### src/rtl/pwm_chan_pkg.sv
package pwm_chan_pkg;

   localparam int unsigned REG_ADDR_W = 2;

   localparam logic [REG_ADDR_W-1:0] ADDR_CTRL = 2'd0;
   localparam logic [REG_ADDR_W-1:0] ADDR_PER  = 2'd1;
   localparam logic [REG_ADDR_W-1:0] ADDR_DUTY = 2'd2;

   localparam int unsigned CTRL_W = 3;

   // control word, MSB first: center, polarity, enable
   typedef struct packed {
      logic center;
      logic pol;
      logic enable;
   } ctrl_t;

   typedef enum logic {
      DIR_UP   = 1'b0,
      DIR_DOWN = 1'b1
   } cnt_dir_e;

endpackage

### src/rtl/pwm_chan_regs.sv
module pwm_chan_regs
   import pwm_chan_pkg::*;
#(
   parameter int unsigned CNT_W  = 8,
   parameter int unsigned ADDR_W = REG_ADDR_W
) (
   input  logic              clk,
   input  logic              rst_n,
   input  logic              wr_en,
   input  logic [ADDR_W-1:0] wr_addr,
   input  logic [CNT_W-1:0]  wr_data,
   input  logic              load,
   output ctrl_t             ctrl,
   output logic [CNT_W-1:0]  per_act,
   output logic [CNT_W-1:0]  duty_act
);

   generate
      if (CNT_W < CTRL_W) begin : g_bad_width
         $error("pwm_chan_regs: CNT_W must hold the control word");
      end
      if (ADDR_W != REG_ADDR_W) begin : g_bad_addr
         $error("pwm_chan_regs: ADDR_W must match the register map");
      end
   endgenerate

   logic [CNT_W-1:0] per_sh;
   logic [CNT_W-1:0] duty_sh;

   always_ff @(posedge clk or negedge rst_n) begin
      if (!rst_n) begin
         ctrl    <= '0;
         per_sh  <= '0;
         duty_sh <= '0;
      end else if (wr_en) begin
         case (wr_addr)
            ADDR_CTRL: ctrl    <= ctrl_t'(wr_data[CTRL_W-1:0]);
            ADDR_PER:  per_sh  <= wr_data;
            ADDR_DUTY: duty_sh <= wr_data;
            default:   ;
         endcase
      end
   end

   // active copies move only at a frame boundary or while stopped
   always_ff @(posedge clk or negedge rst_n) begin
      if (!rst_n) begin
         per_act  <= '0;
         duty_act <= '0;
      end else if (load) begin
         per_act  <= per_sh;
         duty_act <= duty_sh;
      end
   end

endmodule

### src/rtl/pwm_chan_counter.sv
module pwm_chan_counter
   import pwm_chan_pkg::*;
#(
   parameter int unsigned CNT_W     = 8,
   parameter bit          CENTER_EN = 1'b1
) (
   input  logic             clk,
   input  logic             rst_n,
   input  logic             tick,
   input  logic             en_req,
   input  logic             center,
   input  logic [CNT_W-1:0] per_act,
   output logic             run,
   output logic [CNT_W-1:0] cnt,
   output cnt_dir_e         dir,
   output logic             restart
);

   localparam logic [CNT_W-1:0] ONE = CNT_W'(1);

   logic             center_mode;
   logic [CNT_W-1:0] nxt_cnt;
   cnt_dir_e         nxt_dir;
   logic             left_wrap;

   generate
      if (CENTER_EN) begin : g_center
         assign center_mode = center;
      end else begin : g_left_only
         logic unused_center;
         assign unused_center = center;
         assign center_mode   = 1'b0;
      end
   endgenerate

   // wrap when the next count would reach the period (extra bit avoids overflow)
   assign left_wrap = ({1'b0, cnt} + {{CNT_W{1'b0}}, 1'b1}) >= {1'b0, per_act};

   always_comb begin
      nxt_cnt = cnt;
      nxt_dir = dir;
      restart = 1'b0;
      if (!run) begin
         nxt_cnt = '0;
         nxt_dir = DIR_UP;
      end else if (tick) begin
         if (per_act == '0) begin
            nxt_cnt = '0;
            nxt_dir = DIR_UP;
            restart = 1'b1;
         end else if (center_mode) begin
            if (dir == DIR_UP) begin
               nxt_cnt = cnt + ONE;
               if (cnt == per_act - ONE) nxt_dir = DIR_DOWN;
            end else begin
               nxt_cnt = cnt - ONE;
               if (cnt == ONE) begin
                  nxt_dir = DIR_UP;
                  restart = 1'b1;
               end
            end
         end else if (left_wrap) begin
            nxt_cnt = '0;
            restart = 1'b1;
         end else begin
            nxt_cnt = cnt + ONE;
         end
      end
   end

   always_ff @(posedge clk or negedge rst_n) begin
      if (!rst_n) begin
         cnt <= '0;
         dir <= DIR_UP;
      end else begin
         cnt <= nxt_cnt;
         dir <= nxt_dir;
      end
   end

   // enable is armed at once but the channel runs from the next source tick
   always_ff @(posedge clk or negedge rst_n) begin
      if (!rst_n)       run <= 1'b0;
      else if (!en_req) run <= 1'b0;
      else if (tick)    run <= 1'b1;
   end

endmodule

### src/rtl/pwm_chan_outmux.sv
module pwm_chan_outmux #(
   parameter int unsigned CNT_W = 8
) (
   input  logic             run,
   input  logic             pol,
   input  logic             port_bit,
   input  logic [CNT_W-1:0] cnt,
   input  logic [CNT_W-1:0] per_act,
   input  logic [CNT_W-1:0] duty_act,
   output logic             pin
);

   logic active;
   logic wave;

   assign active = (duty_act >= per_act) || (cnt < duty_act);
   assign wave   = pol ? active : ~active;
   assign pin    = run ? wave : port_bit;

endmodule

### src/rtl/pwm_chan_timer.sv
module pwm_chan_timer
   import pwm_chan_pkg::*;
#(
   parameter int unsigned CNT_W     = 8,
   parameter int unsigned ADDR_W    = REG_ADDR_W,
   parameter bit          CENTER_EN = 1'b1
) (
   input  logic              clk,
   input  logic              rst_n,
   input  logic              clk_src_tick,
   input  logic              wr_en,
   input  logic [ADDR_W-1:0] wr_addr,
   input  logic [CNT_W-1:0]  wr_data,
   input  logic              port_bit,
   output logic              pwm_out
);

   ctrl_t            ctrl;
   logic [CNT_W-1:0] per_act;
   logic [CNT_W-1:0] duty_act;
   logic [CNT_W-1:0] cnt;
   cnt_dir_e         dir;
   logic             run;
   logic             restart;
   logic             load;

   assign load = restart | ~run;

   pwm_chan_regs #(.CNT_W(CNT_W), .ADDR_W(ADDR_W)) u_regs (
      .clk      (clk),
      .rst_n    (rst_n),
      .wr_en    (wr_en),
      .wr_addr  (wr_addr),
      .wr_data  (wr_data),
      .load     (load),
      .ctrl     (ctrl),
      .per_act  (per_act),
      .duty_act (duty_act)
   );

   pwm_chan_counter #(.CNT_W(CNT_W), .CENTER_EN(CENTER_EN)) u_cnt (
      .clk     (clk),
      .rst_n   (rst_n),
      .tick    (clk_src_tick),
      .en_req  (ctrl.enable),
      .center  (ctrl.center),
      .per_act (per_act),
      .run     (run),
      .cnt     (cnt),
      .dir     (dir),
      .restart (restart)
   );

   pwm_chan_outmux #(.CNT_W(CNT_W)) u_out (
      .run      (run),
      .pol      (ctrl.pol),
      .port_bit (port_bit),
      .cnt      (cnt),
      .per_act  (per_act),
      .duty_act (duty_act),
      .pin      (pwm_out)
   );

endmodule

### config.mk
export PLATFORM = sky130hd
export DESIGN_NAME = pwm_chan_timer
export DESIGN_NICKNAME = d
export VERILOG_FILES = /design/src/rtl/pwm_chan_pkg.sv /design/src/rtl/pwm_chan_regs.sv /design/src/rtl/pwm_chan_counter.sv /design/src/rtl/pwm_chan_outmux.sv /design/src/rtl/pwm_chan_timer.sv
export SDC_FILE = /design/constraint.sdc
export NUM_CORES = 1
export LEC_CHECK = 0
export CELL_PAD_IN_SITES_DETAIL_PLACEMENT = 0
export CELL_PAD_IN_SITES_GLOBAL_PLACEMENT = 2
export CORE_ASPECT_RATIO = 2
export CORE_MARGIN = 3
export CORE_UTILIZATION = 43
export DETAILED_ROUTE_END_ITERATION = 10
export HOLD_SLACK_MARGIN = 0.15
export PLACE_DENSITY_LB_ADDON = 0.1
export SYNTH_ARGS = -nofsm -noshare
export SYNTH_HDL_FRONTEND = slang
export SYNTH_SLANG_ARGS = --single-unit
### constraint.sdc
create_clock -name clk -period 7.95 [get_ports clk]
set_input_delay 1.1925 -clock clk [delete_from_list [all_inputs] [get_ports clk]]
set_output_delay 1.1925 -clock clk [all_outputs]
set_load 0.01 [all_outputs]
# ---- Word-level counts from Yosys, hierarchy flattened
# Cells that the tools add are included.
dict set report totals {
  reg_bits 45
  inputBits 15
  elab_cells 58
}
dict set report op_classes {
  add_sub_neg 4
  order_cmp 3
  n_eq_ne 7
  mux 24
  bitwise 3
  n_reduce_logical 7
}
# operator count
set ops {}
lappend ops {{$mux 8} 6}
lappend ops {{$mux 1} 18}
lappend ops {{$sub 8x1->8 const B} 2}
lappend ops {{$add 8x1->9 const B} 1}
lappend ops {{$ge 9x8->1} 1}
lappend ops {{$add 8x1->8 const B} 1}
lappend ops {{$eq 8x1->1 const B} 1}
lappend ops {{$eq 8x8->1} 1}
lappend ops {{$ge 8x8->1} 1}
lappend ops {{$logic_not 8->1} 1}
lappend ops {{$lt 8x8->1} 1}
lappend ops {{$reduce_and 2->1} 4}
lappend ops {{$ne 2x2->1 const B} 2}
lappend ops {{$ne 3x3->1 const B} 1}
lappend ops {{$eq 2x1->1 const B} 1}
lappend ops {{$eq 2x2->1 const B} 1}
lappend ops {{$logic_not 2->1} 1}
lappend ops {{$not 1->1} 2}
lappend ops {{$logic_or 1x1->1} 1}
lappend ops {{$or 1x1->1} 1}

# ---- Longest topological paths before layout
# Gate-level depths: netlist of run 1.
dict set report logic_depth {
  ltp_word 8
  mapped_depth 13
  depth_no_buf 11
}

# ---- By module
# From an unflattened synthesis of run 1, not the netlist that was laid out.
dict set report unflattened {
  cells_unflattened 280
  hier_area_um2 3014.1
}
# mod n_inst cells_each area_each_um2
set modules_own_cells {}
lappend modules_own_cells {pwm_chan_regs 1 75 1338.8}
lappend modules_own_cells {pwm_chan_counter 1 148 1233.7}
lappend modules_own_cells {pwm_chan_outmux 1 56 435.4}
lappend modules_own_cells {pwm_chan_timer 1 1 6.3}

# ---- Worst setup path before layout of run 1
# Ideal clock, no wire load.
dict set report synth_path {
  path_type {register -> output}
  from {reg u_regs.per_act[5]}
  to {out pwm_out}
  t_arrival_ns 1.836
  required_time_ns 6.758
  slack_ns 4.921
  path_stages_with_launch 9
  n_path_buf 0
  cell_sequence {dfrtp_1 inv_1 ha_1 a21o_1 a21o_1 a221oi_1 o211ai_1 xor2_1 a21oi_1}
}
dict set report synth_between {
  elab_chain_len 5
}
# item line
set synth_lines {}
lappend synth_lines {{start: declaration} pwm_chan_regs.sv:14} ;# output logic [CNT_W-1:0] per_act,
lappend synth_lines {{start signal: assignment} pwm_chan_regs.sv:51} ;# per_act <= per_sh;
lappend synth_lines {{$ge 8x8->1 *} pwm_chan_outmux.sv:16} ;# assign active = (duty_act >= per_act) || (cnt < duty_act);
lappend synth_lines {{$logic_or 1x1->1 *} pwm_chan_outmux.sv:16}
lappend synth_lines {{$not 1->1} pwm_chan_outmux.sv:17} ;# assign wave = pol ? active : ~active;
lappend synth_lines {{$mux 1 *} pwm_chan_outmux.sv:17}
lappend synth_lines {{$mux 1 *} pwm_chan_outmux.sv:18} ;# assign pin = run ? wave : port_bit;
lappend synth_lines {{end: declaration} pwm_chan_timer.sv:15} ;# output logic pwm_out
# Every way passes the cells marked *; elsewhere a longest branch is shown, timed or not.

# ---- Final worst setup path of run 1
dict set report layout_path {
  from {reg u_cnt.cnt[2]}
  to {out pwm_out}
}
dict set report layout_between {
  elab_chain_len 5
}
# item line
set layout_lines {}
lappend layout_lines {{start: declaration} pwm_chan_counter.sv:14} ;# output logic [CNT_W-1:0] cnt,
lappend layout_lines {{start signal: assignment} pwm_chan_counter.sv:76} ;# cnt <= nxt_cnt;
lappend layout_lines {{$lt 8x8->1 *} pwm_chan_outmux.sv:16}
lappend layout_lines {{$logic_or 1x1->1 *} pwm_chan_outmux.sv:16}
lappend layout_lines {{$not 1->1} pwm_chan_outmux.sv:17}
lappend layout_lines {{$mux 1 *} pwm_chan_outmux.sv:17}
lappend layout_lines {{$mux 1 *} pwm_chan_outmux.sv:18}
# Marked as above.

==> results of run 1 <==
## kinds of logic after synthesis
logic type | share of synthesized area (%)
adder cells (fa/ha/maj) | 11.2
AO/OA/AOI/OAI | 14.6
multiplexers | 14.6
flip-flops | 37.3
AND/OR/NAND/NOR | 13.5
buffers and inverters | 5.01
XOR/XNOR | 3.77
## critical path: stages, from the launching register on
cell	delay [ps]
sky130_fd_sc_hd__dfrtp_1	570
sky130_fd_sc_hd__ha_1	390
sky130_fd_sc_hd__nand2_1	50
sky130_fd_sc_hd__o21ai_0	310
sky130_fd_sc_hd__a41o_1	230
sky130_fd_sc_hd__o211ai_1	150
sky130_fd_sc_hd__xor2_1	180
sky130_fd_sc_hd__a21oi_1	160
sky130_fd_sc_hd__clkdlybuf4s50_1	540
## layout by cell type (no fill, tap or decap), types with 9 or more instances in the layout
cell type | netlist | routed
sky130_fd_sc_hd__dfrtp_1 | 45 | 45
sky130_fd_sc_hd__nor2_1 | 15 | 15
sky130_fd_sc_hd__a21oi_1 | 11 | 11
sky130_fd_sc_hd__clkdlybuf4s50_1 | 0 | 14
sky130_fd_sc_hd__mux2_4 | 10 | 10
sky130_fd_sc_hd__mux2_2 | 25 | 25
sky130_fd_sc_hd__nand3_1 | 9 | 9
sky130_fd_sc_hd__nand2_1 | 15 | 15
sky130_fd_sc_hd__o21ai_0 | 10 | 10
sky130_fd_sc_hd__ha_1 | 27 | 27
sky130_fd_sc_hd__inv_1 | 22 | 22
## sequential cells by signal (all words and copies together), names as in the netlist
register         cells
u_cnt.dir            1
u_regs.per_act       8
u_cnt.cnt            8
u_regs.ctrl          3
u_regs.duty_act      8
u_regs.duty_sh       8
u_cnt.run            1
u_regs.per_sh        8
## per-layer routing
layer	part of all wire, %	up-vias	GRT usage [%]
met2	57	45	34.5
met1	36	1101	20.1
met3	2.4	19	2.80
met4	4.3	0	9.78
li1	-	1085	-
met5	0	-	0
## through the flow
step	setup WS, ps	std cells
floorplan	4920	290
global placement	4140	381
detailed placement	4130	381
CTS	3810	389
global route	3650	389
finish	3880	389
## power breakdown
| part | switching, W | total, W | internal, W |
|---|---|---|---|
| Combinational | 0.000129 | 0.000264 | 0.000135 |
| Sequential | 0.0000514 | 0.000327 | 0.000276 |
| Clock | 0.0000901 | 0.000207 | 0.000117 |
## worst paths after layout
| check | endpoint | slack (ps) | depth (start not counted) | from |
|---|---|---|---|---|
| setup / recovery | pwm_out | 3880 | 8 | u_cnt.cnt[2] |
| hold / removal | u_regs.duty_act[6] | 500 | 1 | u_regs.duty_sh[6] |
| setup reg to reg | u_regs.per_act[7] | 4310 | 10 | u_cnt.cnt[0] |
| hold reg to reg | u_regs.duty_act[6] | 500 | 1 | u_regs.duty_sh[6] |
| max in group asynchronous | u_regs.ctrl[1] | 6200 | 1 | rst_n |
| min in group asynchronous | u_cnt.cnt[6] | 1080 | 1 | rst_n |
## layout make-up
| cell class | count | area, sq um | share of cell area, % |
|---|---|---|---|
| inverter | 22 | 82.6 | 2.47 |
| tap | 88 | 110 | 3.29 |
| sequential | 45 | 1130 | 33.6 |
| clock buffer | 6 | 129 | 3.85 |
| multi-input combinational | 211 | 1740 | 52.0 |
| timing repair buffer | 15 | 145 | 4.33 |
| clock inverter | 2 | 15.0 | 0.448 |
==> results.txt, run 1 <==
----------------------------------------------------
[Timing]
  Worst hold slack ... 499 ps
  Number of hold-slack violations in the final timing report ... 0
  Crit path time final ... 4070 ps
  RSZ-0062 raised after global routing ... no
  Clock skew ... 4.19 ps
  Highest attainable clock frequency ... 246 MHz
  Max-slew violation total from the final report ... 0
  Endpoints failing setup ... 0
  Headroom to the max-slew limit ... 29.2%
  Worst Max-Slew Pin Slew ... 1060 ps
  Portion of the clock cycle consumed by the worst path in the final layout ... 51.2%
  Setup TNS ... 0 ps

[Logic synthesis]
  Area of the mapped netlist ... 0.00302 sq mm
  Synthesis-stage register bit count ... 45
  Most common library cells after synthesis ... sky130_fd_sc_hd__dfrtp_1, sky130_fd_sc_hd__ha_1, sky130_fd_sc_hd__mux2_2
  Mapped Nets ... 332
  Predominant post-synthesis flop cell ... sky130_fd_sc_hd__dfrtp_1
  Synthesized netlist cell count ... 290
  FFs w/ async S/R, synth ... 100%
  Count of distinct cell types in the synthesized netlist ... 60
  Seq/Total Area, Yosys ... 37.3%
  Top cell type's share of synthesized area ... 37.3%
  Synthesized area per cell ... 10.4 sq um
  Biggest area contributors in the synthesized netlist ... sky130_fd_sc_hd__dfrtp_1, sky130_fd_sc_hd__ha_1, sky130_fd_sc_hd__mux2_2
  Synth area leader ... sky130_fd_sc_hd__dfrtp_1
  Cell with the most instances after synthesis ... sky130_fd_sc_hd__dfrtp_1
  Number of synthesized flops with an enable pin ... 0
  Count of yosys warnings during synthesis ... 0

[Route]
  Detailed router's first-iteration violation count ... 112
  DRT antenna net count ... 0
  Overall via count from detail_route ... 2,250
  Wire length reported by the detailed router ... 7050 microns
  Number of remaining DRC errors ... 0
  Number of vias per cell ... 5.78
  Detailed-router iteration count before antenna repair ... 4
  Wire length per cell ... 18.1 microns

[GRT]
  Maximum number of pins on one net before global-route repair ... 46
  Antenna violations before repair ... 0
  Via count of the first global-routing pass ... 2,290
  Total routing usage reported by global routing ... 18.9%
  Global route total overflow ... 0
  First-pass GRT wire length ... 11,600 microns

[Power and ir drop]
  Pwr Total ... 0.000798 W
  Max IR drop VDD ... 0.162 mV
  Power Density ... 238 mW/mm^2
  Leakage power ... 1.50 nW

[Floorplanning]
  Placeable core region ... 0.00673 sq mm
  Total number of placement rows ... 42
  Initial cell density of the core ... 44.9%
  Top-level port count ... 16
  Die boundary width ... 65.3 microns
  Die outline height ... 125 microns
  Die area ... 0.00812 sq mm

[Setup path]
  Worst setup EP type ... output pin
  CP Max Fanout ... 14
  Sort of element at the start of the critical path ... flip-flop
  Critical path data arrival time ... 2880 ps
  Worst EP required ... 6760 ps
  Critical setup path kind ... reg -> out

[Run status]
  Run status ... finished clean

[Clock tree]
  Post-CTS sizing ... 0
  H-tree level count ... 2
  TritonCTS clock tree ... yes
  Buffers inserted during post-CTS setup optimization ... 0
  Root Buffer Master ... sky130_fd_sc_hd__clkbuf_16
  Cts-stage hold buffer count ... 0
  Post-CTS clock slew at the launch and capture registers of the worst setup and hold paths ... 70 ps
  CTS Sinks ... 45
  Number of buffers added by the clock tree synthesis step ... 5
  Clk buf depth ... 2
  Clock latency on the worst-skew pair ... 290 ps

[Run]
  Max-cap check violation count ... 0

[Finish]
  Final-stage net count ... 342
  Number of inserted filler cells in the final layout ... 672
  Synth-to-Final Area Change ... 10.9%
  Post-route design area ... 0.00335 sq mm
  Final standard cell utilization of the core ... 49.8%
  Fraction of layout instances using a drive strength above 1 ... 16.9%
  ANT cells ... 0

[Placed design]
  Port Buffer Count ... 15
  Global placer's final weighted congestion ... 0.802
  Estimated wirelength of the detail-placed design ... 5550 microns
  Dpl cell area ... 0.00321 sq mm

[Min path]
  Type of the worst min-delay path ... reg -> reg

----------------------------------------------------
(Power assumes the default switching activity.)
==> run 2, diff against run 1 <==
- CORE_UTILIZATION: 43 -> 40
- clock period: 7.95 -> 3.8 ns (I/O delays scaled with it)
==> results.txt, run 2 (synthesis gave the netlist of run 1 again) <==
----------------------------------------------------
[Timing]
  Crit path time final ... 3450 ps
  Endpoints failing setup ... 0
  Worst Max-Slew Pin Slew ... 1060 ps
  Max-slew violation total from the final report ... 0
  Clock skew ... 2.97 ps
  Headroom to the max-slew limit ... 29.4%
  Number of hold-slack violations in the final timing report ... 0
  RSZ-0062 raised after global routing ... no
  Portion of the clock cycle consumed by the worst path in the final layout ... 90.8%
  Setup TNS ... 0 ps
  Highest attainable clock frequency ... 290 MHz

[GRT]
  Maximum number of pins on one net before global-route repair ... 46
  Antenna violations before repair ... 0
  Via count of the first global-routing pass ... 2,310
  First-pass GRT wire length ... 12,000 microns
  Global route total overflow ... 0
  Total routing usage reported by global routing ... 19.1%

[Setup path]
  Reg-to-reg slack, setup ... 360 ps
  Capture instance of the worst register-to-register path ... u_regs.duty_act[6]
  Startpoint of the most critical register-to-register path ... u_cnt.cnt[0]
  Critical path data arrival time ... 2880 ps
  CP Max Fanout ... 4
  Critical setup path kind ... reg -> out
  Worst EP required ... 3230 ps
  Worst setup EP type ... output pin
  Start point of the critical path ... u_regs.per_act[5]
  Sort of element at the start of the critical path ... flip-flop
  Reg2Reg Depth ... 11

[Finish]
  Number of inserted filler cells in the final layout ... 692
  Final-stage net count ... 349
  Final standard cell utilization of the core ... 46.5%
  Fraction of layout instances using a drive strength above 1 ... 18.8%
  Leading cell types in the layout, fill and taps excluded ... sky130_fd_sc_hd__dfrtp_1, sky130_fd_sc_hd__ha_1, sky130_fd_sc_hd__mux2_2
  ANT cells ... 0
  Synth-to-Final Area Change ... 12.8%
  Most common library cell in the layout ignoring fill and taps ... sky130_fd_sc_hd__dfrtp_1

[Route]
  DRT antenna net count ... 0
  Overall via count from detail_route ... 2,224
  Number of remaining DRC errors ... 0
  Wire length per cell ... 18.5 microns
  Detailed-router iteration count before antenna repair ... 4
  Wire length reported by the detailed router ... 7400 microns
  Detailed router's first-iteration violation count ... 72
  Number of vias per cell ... 5.56

[Power and ir drop]
  Switching Fraction ... 33.9%
  Leakage power ... 1.54 nW
  Pwr Total ... 0.00168 W
  Power Density ... 492 mW/mm^2
  Reported net switching power ... 0.000568 W
  Combinational fraction of design power ... 33.1%
  Fraction of power consumed by sequential logic ... 40.9%
  Fraction of power consumed by the clock network ... 25.9%
  Max IR drop VDD ... 0.309 mV
  Internal ... 0.00111 W

[Clock tree]
  Post-CTS clock slew at the launch and capture registers of the worst setup and hold paths ... 60 ps
  Post-CTS sizing ... 0
  Number of buffers added by the clock tree synthesis step ... 5
  Clk buf depth ... 2
  Clock latency on the worst-skew pair ... 290 ps
  CTS Sinks ... 45
  Buffers inserted during post-CTS setup optimization ... 0
  Cts-stage hold buffer count ... 0
  Root Buffer Master ... sky130_fd_sc_hd__clkbuf_16
  TritonCTS clock tree ... yes
  H-tree level count ... 2

[Floorplanning]
  Die outline height ... 129 microns
  Die boundary width ... 67.4 microns
  Placeable core region ... 0.00732 sq mm
  Top-level port count ... 16
  Die area ... 0.00869 sq mm
  Total number of placement rows ... 44
  Initial cell density of the core ... 41.2%

[Run status]
  Run status ... finished clean

[Placed design]
  Global placer's final weighted congestion ... 0.811
  Estimated wirelength of the detail-placed design ... 5870 microns
  Port Buffer Count ... 15

[Min path]
  Type of the worst min-delay path ... in -> async

[Run]
  Max-cap check violation count ... 0

----------------------------------------------------
[run 2: worst max-delay path by stage]
| stage | endpoint |
|---|---|
| 6_report | pwm_out |
| 2_1_floorplan | u_regs.duty_act[0] |
| 3_3_place_gp | u_regs.per_act[0] |
| 5_1_grt | u_regs.per_act[5] |
| 3_5_place_dp | u_regs.duty_act[4] |
| 4_1_cts | pwm_out |
[run 2: power by group through the flow]
stage / logic (W) / clock network (W) / registers [W]
4_1_cts: 0.000568 / 0.000451 / 0.000687
3_5_place_dp: 0.000566 / 0 / 0.000697
2_1_floorplan: 0.000430 / 0 / 0.000656
3_3_place_gp: 0.000561 / 0 / 0.000695
5_1_grt: 0.000628 / 0.000465 / 0.000704
6_report: 0.000555 / 0.000434 / 0.000686
[run 2: worst max-delay path: stages (launching register included)]
cell and delay, ps:
sky130_fd_sc_hd__dfrtp_1 440, sky130_fd_sc_hd__inv_1 90, sky130_fd_sc_hd__ha_1 310, sky130_fd_sc_hd__a21o_1 160
sky130_fd_sc_hd__a21o_1 170, sky130_fd_sc_hd__a221oi_1 310, sky130_fd_sc_hd__o211ai_1 210, sky130_fd_sc_hd__xor2_1 180
sky130_fd_sc_hd__a21oi_1 160, sky130_fd_sc_hd__clkdlybuf4s50_1 550
[run 2: area by class of cell]
| type | count | area (sq um) | share of cell area (%) |
|---|---|---|---|
| Sequential cell | 45 | 1130 | 33.1 |
| Multi-Input combinational cell | 211 | 1740 | 51.1 |
| Inverter | 22 | 82.6 | 2.42 |
| Clock buffer | 6 | 129 | 3.78 |
| Tap cell | 92 | 115 | 3.38 |
| Timing Repair Buffer | 22 | 198 | 5.80 |
| Clock inverter | 2 | 15.0 | 0.441 |
[run 2: through the flow]
step | worst slack [ps] | instances | hold slack [ps] | area, sq um
3_3_place_gp | 348 | 392 | 481 | 3260
5_1_grt | 169 | 400 | 527 | 3410
2_1_floorplan | 787 | 290 | 274 | 3020
4_1_cts | 259 | 400 | 499 | 3410
3_5_place_dp | 356 | 392 | 485 | 3260
6_report | 351 | 400 | 459 | 3410
[run 2: metal layers]
metal	track usage [%]	routed length (microns)	share of wire [%]
met1	20.3	2760	37
met4	8.49	243	3.3
met3	2.36	109	1.5
met2	35.8	4290	58
met5	0	0	0
==> run 3, diff against run 2 <==
- CORE_UTILIZATION: 40 -> 42
- DONT_BUFFER_PORTS: default -> 1
==> results.txt, run 3 (synthesis gave the netlist of run 1 again) <==
----------------------------------------------------
[Run status]
  Run status ... finished clean

[Setup path]
  CP Max Fanout ... 16
  Critical setup path kind ... reg -> reg
  Sort of element at the start of the critical path ... flip-flop
  Cell with the largest stage delay on the worst path ... sky130_fd_sc_hd__dfrtp_1
  Critical Path, Cell by Cell ... ha_1 -> nand3_2 -> or2_1 -> xnor2_1 -> ha_1 -> a21o_1 -> a211o_1 -> nor3_2 -> o21ai_4 -> buf_4 -> mux2_4
  CP most frequent cell ... sky130_fd_sc_hd__ha_1
  Critical path data arrival time ... 3520 ps
  Worst setup EP type ... flip-flop
  Reg2Reg Depth ... 11
  Stage delay of the slowest cell on the critical path ... 510 ps
  Worst EP required ... 3970 ps

[Timing]
  Endpoints failing setup ... 0
  Setup TNS ... 0 ps
  Max-slew violation total from the final report ... 0
  Portion of the clock cycle consumed by the worst path in the final layout ... 87.9%
  Headroom to the max-slew limit ... 60.8%
  Clock skew ... 3.72 ps
  Crit path time final ... 3340 ps
  Worst Max-Slew Pin Slew ... 587 ps
  Worst hold slack ... 397 ps
  Setup WS post-layout ... 459 ps
  Highest attainable clock frequency ... 299 MHz
  RSZ-0062 raised after global routing ... no
  Number of hold-slack violations in the final timing report ... 0

[Clock tree]
  Number of buffers added by the clock tree synthesis step ... 5
  Post-CTS clock slew at the launch and capture registers of the worst setup and hold paths ... 60 ps
  H-tree level count ... 2
  Clk buf depth ... 2
  TritonCTS clock tree ... yes
  CTS Sinks ... 45
  Clock latency on the worst-skew pair ... 290 ps
  Root Buffer Master ... sky130_fd_sc_hd__clkbuf_16

[Floorplanning]
  Initial cell density of the core ... 43.5%
  Placeable core region ... 0.00694 sq mm
  Total number of placement rows ... 43
  Die area ... 0.00830 sq mm
  Top-level port count ... 16
  Die outline height ... 126 microns
  Die boundary width ... 66.0 microns

[Finish]
  Synth-to-Final Area Change ... 9.20%
  Fraction of layout instances using a drive strength above 1 ... 19.7%
  Post-route design area ... 0.00330 sq mm
  Most common library cell in the layout ignoring fill and taps ... sky130_fd_sc_hd__dfrtp_1
  Final-stage net count ... 336
  ANT cells ... 0
  Leading cell types in the layout, fill and taps excluded ... sky130_fd_sc_hd__dfrtp_1, sky130_fd_sc_hd__ha_1, sky130_fd_sc_hd__mux2_2

[Min path]
  Worst hold path cell count ... 1
  Type of the worst min-delay path ... in -> reg

[Placed design]
  Estimated wirelength of the detail-placed design ... 5760 microns
  Dpl cell area ... 0.00312 sq mm
  Port Buffer Count ... 0
  Setup slack after placement ... 481 ps
  Global placer's final weighted congestion ... 0.836

[GRT]
  First-pass GRT wire length ... 12,000 microns
  Global route total overflow ... 0
  Antenna violations before repair ... 0
  Total routing usage reported by global routing ... 19.6%
  Via count of the first global-routing pass ... 2,250
  Maximum number of pins on one net before global-route repair ... 46

[Route]
  Number of remaining DRC errors ... 0
  Detailed-router iteration count before antenna repair ... 4
  Detailed router's first-iteration violation count ... 87
  Wire length per cell ... 19.1 microns
  Overall via count from detail_route ... 2,153
  DRT antenna net count ... 0
  Number of vias per cell ... 5.59
  Wire length reported by the detailed router ... 7350 microns

[Power and ir drop]
  Power Density ... 503 mW/mm^2
  Fraction of power consumed by the clock network ... 25.9%
  Reported net switching power ... 0.000563 W
  Pwr Total ... 0.00166 W
  Leakage power ... 1.50 nW
  Internal ... 0.00109 W
  Fraction of power consumed by sequential logic ... 41.4%
  Max IR drop VDD ... 0.336 mV
  Combinational fraction of design power ... 32.7%
  Switching Fraction ... 34.0%

[Run]
  Max-cap check violation count ... 0

----------------------------------------------------
-- run 3: cell count changes in the layout (fill, tap and decap cells not counted) --
cell / delta
sky130_fd_sc_hd__buf_16: +1
sky130_fd_sc_hd__buf_2: -1
sky130_fd_sc_hd__clkdlybuf4s50_1: -14
sky130_fd_sc_hd__dlygate4sd3_1: +1
-- run 3: layout make-up --
| class | instances | area (sq um) |
|---|---|---|
| fillers | 665 | 3640 |
| well taps | 90 | 113 |
| clock inverters | 2 | 15.0 |
| repair buffers | 9 | 90.1 |
| flip-flops and latches | 45 | 1130 |
| inverters | 22 | 82.6 |
| multi-input cells | 211 | 1740 |
| clock buffers | 6 | 129 |
-- run 3: worst max-delay path, delay by kind of cell, from the launching register on --
kind,cells,cell delay [ps]
compound gates,3,570
xor+xnor,1,250
fa+ha+maj,2,590
buf+inv,1,220
flops,1,510
mux,1,310
simple gates,3,760
-- run 3: routing by layer --
metal  vias to the layer above  wire, microns  GRT usage [%]
met3                        14            161           2.94
met1                      1042           2590           20.3
met4                         0            217           8.26
met5                         -              0              0
met2                        41           4380           37.3
li1                       1056              -              -
-- run 3: timing repair --
item	4_1_cts	5_1_grt
endpoints found under the setup margin	0	0
endpoints found under the hold margin	45	0
hold buffers	2	0
gates resized for setup	0	0
setup buffers	0	0
-- run 3: worst paths after layout --
kind	start	endpoint	slack (ps)
max in group asynchronous	rst_n	u_cnt.cnt[0]	2790
min in group asynchronous	rst_n	u_cnt.cnt[6]	790
worst max-delay path	u_cnt.cnt[0]	u_regs.per_act[0]	460
worst min-delay path	clk_src_tick	u_cnt.run	400
worst max register to register	u_cnt.cnt[0]	u_regs.per_act[0]	460
worst min register to register	u_regs.ctrl[0]	u_cnt.run	490
-- run 3: metrics by stage --
step / cells / utilization, %
floorplan: 290 / -
global placement: 375 / 44.9
detailed placement: 375 / 44.9
CTS: 385 / 47.5
global route: 385 / 47.5
finish: 385 / 47.5
-- run 3: power by group through the flow --
| stage | combinational, W | sequential (W) | clock (W) |
|---|---|---|---|
| after floorplan | 0.000430 | 0.000656 | 0 |
| after global placement | 0.000534 | 0.000691 | 0 |
| after detailed placement | 0.000537 | 0.000696 | 0 |
| after CTS | 0.000554 | 0.000687 | 0.000448 |
| after global routing | 0.000614 | 0.000706 | 0.000463 |
| final | 0.000542 | 0.000687 | 0.000429 |
